==> config.mk <==
export PLATFORM = sky130hd
export DESIGN_NAME = lpc_pwrdn_seq
export DESIGN_NICKNAME = d
export VERILOG_FILES = /design/src/rtl/lpc_pd_pkg.sv /design/src/rtl/lpc_pd_gap_cnt.sv /design/src/rtl/lpc_pd_fsm.sv /design/src/rtl/lpc_pd_pinpark.sv /design/src/rtl/lpc_pwrdn_seq.sv
export SDC_FILE = /design/constraint.sdc
export NUM_CORES = 1
export LEC_CHECK = 0
export ABC_AREA = 1
export BUFFER_PORTS_ARGS = -buffer_cell sky130_fd_sc_hd__buf_2
export CAP_MARGIN = 20
export CORE_UTILIZATION = 31
export CTS_CLUSTER_SIZE = 28
export DETAILED_ROUTE_END_ITERATION = 6
export SYNTH_ARGS = -nofsm -noshare
export SYNTH_HDL_FRONTEND = slang
export SYNTH_SLANG_ARGS = --single-unit
==> constraint.sdc <==
create_clock -name clk -period 1.6 [get_ports clk]
set_input_delay 0.48 -clock clk [delete_from_list [all_inputs] [get_ports clk]]
set_output_delay 0.48 -clock clk [all_outputs]
set_load 0.005 [all_outputs]
==> src/rtl/lpc_pd_pkg.sv <==
package lpc_pd_pkg;
  localparam int unsigned AD_W = 4;

  typedef enum logic [1:0] {
    ST_IDLE    = 2'b00,
    ST_PWRDN   = 2'b01,
    ST_RSTHELD = 2'b10,
    ST_EXIT    = 2'b11
  } pd_state_e;

  typedef struct packed {
    logic            pd_n;
    logic            rst_n;
    logic            frame_n;
    logic            ad_oe;
    logic [AD_W-1:0] ad_out;
  } pin_set_t;
endpackage

==> src/rtl/lpc_pd_gap_cnt.sv <==
// Counts timebase ticks while the sequencer is powering down. It flags the
// tick that completes the gap: one phase-setting tick plus GAP_TICKS more.
module lpc_pd_gap_cnt #(
  parameter int unsigned GAP_TICKS = 30,
  localparam int unsigned CW = $clog2(GAP_TICKS + 2)
) (
  input  logic clk,
  input  logic rst_n,
  input  logic run,
  input  logic tick,
  output logic done
);
  logic [CW-1:0] cnt_q;
  localparam logic [CW-1:0] LAST = CW'(GAP_TICKS);

  always_ff @(posedge clk or negedge rst_n) begin
    if (!rst_n)                     cnt_q <= '0;
    else if (!run)                  cnt_q <= '0;
    else if (tick && cnt_q != LAST) cnt_q <= cnt_q + 1'b1;
  end

  assign done = run && tick && (cnt_q == LAST);
endmodule

==> src/rtl/lpc_pd_fsm.sv <==
module lpc_pd_fsm
  import lpc_pd_pkg::*;
(
  input  logic      clk,
  input  logic      rst_n,
  input  logic      tick,
  input  logic      enter_req,
  input  logic      exit_req,
  input  logic      gbl_req,
  input  logic      gap_done,
  output pd_state_e state,
  output logic      gap_run
);
  pd_state_e state_q, state_d;

  always_comb begin
    state_d = state_q;
    unique case (state_q)
      ST_IDLE:    if (gbl_req) state_d = ST_RSTHELD;
                  else if (enter_req) state_d = ST_PWRDN;
      ST_PWRDN:   if (gbl_req || gap_done) state_d = ST_RSTHELD;
      ST_RSTHELD: if (!gbl_req && exit_req) state_d = ST_EXIT;
      ST_EXIT:    if (gbl_req) state_d = ST_RSTHELD;
                  else if (tick) state_d = ST_IDLE;
      default:    state_d = ST_IDLE;
    endcase
  end

  always_ff @(posedge clk or negedge rst_n) begin
    if (!rst_n) state_q <= ST_IDLE;
    else        state_q <= state_d;
  end

  assign state   = state_q;
  assign gap_run = (state_q == ST_PWRDN);
endmodule

==> src/rtl/lpc_pd_pinpark.sv <==
// Decodes the pin levels from the state. PARK_DRIVE_LOW chooses whether the
// AD lines are driven low or floated while the bus is parked.
module lpc_pd_pinpark
  import lpc_pd_pkg::*;
#(
  parameter bit PARK_DRIVE_LOW = 1'b1
) (
  input  pd_state_e state,
  output pin_set_t  pins
);
  logic parked;
  logic park_oe;
  assign parked = (state != ST_IDLE);

  generate
    if (PARK_DRIVE_LOW) begin : g_drive_low
      assign park_oe = 1'b1;
    end else begin : g_float
      assign park_oe = 1'b0;
    end
  endgenerate

  always_comb begin
    pins.pd_n    = !parked;
    pins.rst_n   = (state != ST_RSTHELD);
    pins.frame_n = !parked;
    pins.ad_oe   = parked ? park_oe : 1'b1;
    pins.ad_out  = parked ? '0 : '1;
  end
endmodule

==> src/rtl/lpc_pwrdn_seq.sv <==
module lpc_pwrdn_seq
  import lpc_pd_pkg::*;
#(
  parameter int unsigned GAP_TICKS      = 30,
  parameter bit          PARK_DRIVE_LOW = 1'b1
) (
  input  logic            clk,
  input  logic            rst_n,
  input  logic            tick,
  input  logic            lp_enter_req,
  input  logic            lp_exit_req,
  input  logic            gbl_rst_req,
  output logic            pd_n,
  output logic            bus_rst_n,
  output logic            frame_n,
  output logic            ad_oe,
  output logic [AD_W-1:0] ad_out,
  output logic [1:0]      state_o
);
  pd_state_e st;
  logic      gap_run, gap_done;
  pin_set_t  pins;

  lpc_pd_gap_cnt #(.GAP_TICKS(GAP_TICKS)) u_gap (
    .clk(clk), .rst_n(rst_n), .run(gap_run), .tick(tick), .done(gap_done)
  );

  lpc_pd_fsm u_fsm (
    .clk(clk), .rst_n(rst_n), .tick(tick), .enter_req(lp_enter_req),
    .exit_req(lp_exit_req), .gbl_req(gbl_rst_req), .gap_done(gap_done),
    .state(st), .gap_run(gap_run)
  );

  lpc_pd_pinpark #(.PARK_DRIVE_LOW(PARK_DRIVE_LOW)) u_pins (
    .state(st), .pins(pins)
  );

  assign pd_n      = pins.pd_n;
  assign bus_rst_n = pins.rst_n;
  assign frame_n   = pins.frame_n;
  assign ad_oe     = pins.ad_oe;
  assign ad_out    = pins.ad_out;
  assign state_o   = st;
endmodule

After elaboration in Yosys (flattened, before gate mapping)
Index checks and enable logic that the tools add are counted.
{ "totals": {"mem_count": 0, "latch_bits": 0, "reg_bits": 7, "rom_bits": 0, "mem_bits_rw": 0, "elab_cells": 34} }
{ "op_classes": {"addsub": 1, "magnitude_cmp": 0, "n_mux": 10, "div_mod_pow": 0, "eq_ne": 11, "mul": 0, "n_reduce_logical": 10, "n_shift": 0, "bitwise": 0} }
{ "op_table": {"columns": ["operator", "count"], "rows": [
  ["2-bit two-way mux", 6],
  ["5-bit two-way mux", 2],
  ["2-bit one-hot mux with 4 select lines", 1],
  ["3-bit inequality test, second input constant", 2],
  ["5-bit by 1-bit adder with 5-bit output, second input constant", 1],
  ["5-bit == test, second input constant", 1],
  ["5-bit inequality test, second input constant", 1],
  ["2-bit == test, second input constant", 2],
  ["1-bit logical AND", 4],
  ["4-bit two-way mux", 1],
  ["2-bit by 1-bit inequality test with 1-bit output, second input constant", 2],
  ["2-bit inequality test, second input constant", 2],
  ["4-bit AND reduction", 1],
  ["2-bit by 1-bit == test with 1-bit output, second input constant", 1],
  ["1-bit logical NOT", 2],
  ["2-bit logical NOT", 1],
  ["2-bit nonzero test", 1],
  ["1-bit logical OR", 1]
]} }

Logic depth before layout (Yosys ltp)
{ "depth": {"ltp_word": 6, "mapped_depth": 9, "ltp_nobuf": 9} }

By module
Synthesis repeated with hierarchy kept, for this count alone.
{ "unflattened": {"hier_cells": 81, "area_unflattened_um2": 561.8} }
{ "by_module_without_submodules": {"columns": ["module", "seq_area_each_um2", "n_inst", "cells_per_inst", "area_each_um2"], "rows": [
  ["lpc_pd_gap_cnt", 125.1, 1, 40, 320.3],
  ["lpc_pd_fsm", 50.0, 1, 31, 181.4],
  ["lpc_pd_pinpark", 0.0, 1, 10, 60.1]
]} }

Least setup slack after synthesis
No wires, ideal clock.
{ "synth_timing": {"path_kind": "register -> output", "startpoint": "register u_fsm.state_q[0], in the netlist u_fsm.state[0]", "endpoint": "output ad_out[0]", "n_path_buf": 1, "path_stages_with_launch": 3, "setup_slack_ns": 0.204, "t_arrival_ns": 0.916, "required_time_ns": 1.120, "cell_sequence": "dfrtp_1 > nor2_1 > buf_4"} }
{ "synth_between": {"elab_chain_len": 2} }
{ "synth_rtl": {"columns": ["item", "line_no", "rtl"], "rows": [
  ["start: declaration", "lpc_pd_fsm.sv:14", "pd_state_e state_q, state_d;"],
  ["start signal: assignment", "lpc_pd_fsm.sv:31", "else state_q <= state_d;"],
  ["2-bit nonzero test", "lpc_pd_pinpark.sv:13", "assign parked = (state != ST_IDLE);"],
  ["4-bit two-way mux", "lpc_pd_pinpark.sv:28", "pins.ad_out = parked ? '0 : '1;"],
  ["end: declaration", "lpc_pwrdn_seq.sv:17", "output logic [AD_W-1:0] ad_out,"]
]} }
Every way passes these cells.

Worst setup path after layout
{ "layout_timing": {"startpoint": "register u_fsm.state_q[1], in the netlist u_fsm.state[1]", "endpoint": "output ad_out[3]"} }
Same word-level chain as after synthesis.

==> impl_metrics.json <==
{
  "totalWireLength_um": 943,
  "critical_path.n_buffers_inverters": 1,
  "setup_viol": 0,
  "post-synth-top-count-cell": "nand2_1",
  "dieHeight_um": 43.7,
  "first_pass_iters": 5,
  "synth.avg_cell_area_um2": 7.10,
  "die_w_um": 43.7,
  "postSynthRegisterBits": 7,
  "synthFlopType": "dfrtp_1",
  "critical_path_cell_with_the_highest_stage_delay": "dfrtp_1",
  "yosysSeqAreaShare_pct": 32.5,
  "wl_met2_um": 431,
  "synth.area.top_cells": "dfrtp_1 (32%), nand2_1 (14%), buf_4 (8.4%), inv_1 (7.0%), nand3_1 (6.5%)",
  "route.layer.met1.wl_um": 480,
  "via_count_of_the_first_global_routing_pass": 433,
  "avgViaCountPerCell": 4.63,
  "antenna_cells_inserted": 0,
  "r2r_setup_slack_ns": 0.27,
  "synth.lib_cells_used.distinct": 16,
  "rows": 14,
  "cts_buffers": 3,
  "synthDominantAreaCellType": "dfrtp_1",
  "worst_hold_path_type": "primary input to async pin",
  "cp.arrival_ns": 1.00,
  "detailroute.via_count": 481,
  "numClockSinks": 7,
  "ioPinCount": 16,
  "sequential_cell_area_um2": 175,
  "grt_max_degree": 8,
  "drive_gt1_share_pct": 28.4,
  "critical-path-top-delay-family": "flip-flops",
  "violated_checks": "design-rule violations",
  "first_pass_grt_wire_length_um": 1730,
  "cts_tree": "built",
  "max_cap_viol_count": 0,
  "root_buffer": "clkbuf_4",
  "post-route-drc-count": 1,
  "power.density_nw_per_um2": 1350,
  "mapped_area_um2": 539,
  "multiInputGateArea_um2": 289,
  "area_delta_synth_final_pct": 14.6,
  "setup_skew_ns": 0.00581,
  "clock_tree.buffer_depth": 2,
  "top_signal_layer_used": "met3",
  "worstPathMaxFanout": 7,
  "cts_setup_buffers": 0,
  "max_rail_drop_vdd_v": 0.000585,
  "grt_setup_unrepaired": "false",
  "num-fill-cells": 168,
  "synth.top_cells.by_count": "nand2_1 (20), inv_1 (10), dfrtp_1 (7), nand3_1 (7), nor2_1 (7)",
  "place_hpwl_um": 767,
  "drtIter0Drc": 10,
  "synth_async_sr_flop_share_pct": 100,
  "final_min_period_over_clock_period_pct": 92.6,
  "finalHoldViolCount": 0,
  "final_util_pct": 39.6,
  "yosys_warnings": 0,
  "die_area_um2": 1910,
  "final-max-slew-violation-count": 0,
  "critical_path.max_stage_delay_ns": 0.44,
  "timing.fmax_mhz": 675,
  "status": "complete, but fails checks",
  "final_weighted_congestion_in_routability_driven_placement": 0.788,
  "criticalPathCategory": "register to primary output",
  "finalNetCount": 97,
  "cellLeakagePower_uw": 0.000344,
  "endpoint_kind": "primary output",
  "dp_worst_setup_slack_ns": 0.216,
  "starting_density_of_the_core_pct": 34.6,
  "clk_transition_reported_paths_ns": 0.05,
  "fin_setup_tns_ns": 0,
  "grt_util_all_layers_pct": 12.2,
  "drtAntennaViolNets": 0,
  "timing.critical_path.cells": "nor2_4, buf_2",
  "grt_antenna_before_repair": 0,
  "data_required_time_of_the_worst_path_ns": 1.12,
  "synth-edff-count": 0,
  "postSynthNetCount": 84,
  "cts-htree-levels": 1,
  "worstSkewPairLatency_ns": 0.25,
  "final_period_minus_worst_setup_slack_ns": 1.48,
  "postSynthCellCount": 76,
  "core_area_um2": 1560,
  "global_route.overflow_total": 0,
  "wl_per_cell_um": 9.07,
  "met3RoutedLength_um": 31,
  "post-route-worst-setup-slack_ns": 0.118,
  "hold_fix_buffers_at_cts": 0,
  "start_kind": "register",
  "portBuffers": 14,
  "area_share_of_the_largest_cell_type_after_synthesis_pct": 32.5
}
==> where the power goes <==
group          switching, uW  internal [uW]
combinational            234            173
clock                   61.9           94.9
sequential              62.2            211
total                    358            479
==> worst register-to-register path: stages (launching register included) <==
cell and delay [ns]:
dfrtp_1 0.42, inv_1 0.07, ha_1 0.20, nand2_1 0.10, nor2_4 0.05, nor2_4 0.17, nand3_1 0.10, nand2_1 0.07
nor2_1 0.04
==> timing repair <==
action / 4_1_cts / 5_1_grt
gates cloned: 0 / 0
resized for setup: 1 / 1
setup endpoints to repair: 6 / 6
==> metrics by stage <==
| stage | hold slack (ns) | cells | area [um^2] | power [uW] |
|---|---|---|---|---|
| 3_5_place_dp | 0.322 | 100 | 584 | 667 |
| 2_1_floorplan | 0.184 | 76 | 539 | 587 |
| 6_report | 0.0530 | 104 | 618 | 837 |
| 3_3_place_gp | 0.323 | 100 | 584 | 659 |
| 5_1_grt | 0.0616 | 104 | 618 | 918 |
| 4_1_cts | 0.0501 | 104 | 613 | 839 |
==> state kept, by name, summed over array words and instances (netlist names) <==
name / cells
u_fsm.state: 2
u_gap.cnt_q: 5
==> logic make-up after synthesis <==
family | synth area share [%]
compound gates | 6.50
fa+ha+maj | 4.64
buf+inv | 15.3
flops | 32.5
other cells | 0.695
simple gates | 40.4
==> final timing paths <==
kind / start / endpoint / cells past startpoint
setup / recovery: u_fsm.state[1]$_DFFE_PN0P_ / ad_out[3] / 2
hold / removal: rst_n / u_gap.cnt_q[4]$_DFFE_PN0P_ / 1
setup reg to reg: u_gap.cnt_q[0]$_DFFE_PN0P_ / u_gap.cnt_q[2]$_DFFE_PN0P_ / 8
hold reg to reg: u_gap.cnt_q[0]$_DFFE_PN0P_ / u_gap.cnt_q[0]$_DFFE_PN0P_ / 1
max in group asynchronous: rst_n / u_fsm.state[1]$_DFFE_PN0P_ / 1
min in group clk: u_gap.cnt_q[0]$_DFFE_PN0P_ / u_gap.cnt_q[0]$_DFFE_PN0P_ / 1
==> per-layer routing <==
metal | vias to the layer above | track usage (%)
met1 | 216 | 14.8
li1 | 257 | -
met2 | 8 | 19.4
met3 | 0 | 2.92
met4 | 0 | 7.50
met5 | - | 0
==> layout by cell type (no fill, tap or decap) <==
cell type   n
nor2_2      1
nand3b_1    1
a21oi_1     3
nand2_1    20
clkbuf_4    3
inv_1      10
nor2_1      6
o21ai_1     4
conb_1      1
dfrtp_1     7
clkbuf_1    1
buf_2      14
nand3_1     7
nor2_8      1
nand4_1     1
nand2_2     3
ha_1        2
nor2_4      3
==> layout make-up <==
type	instances	share of cell area (%)
Tap cell	16	3.24
Timing Repair Buffer	14	11.3
Clock buffer	4	4.25
Inverter	10	6.07
Multi-Input combinational cell	53	46.8
Sequential cell	7	28.3
Note: power is estimated with default switching activity, not from simulation.
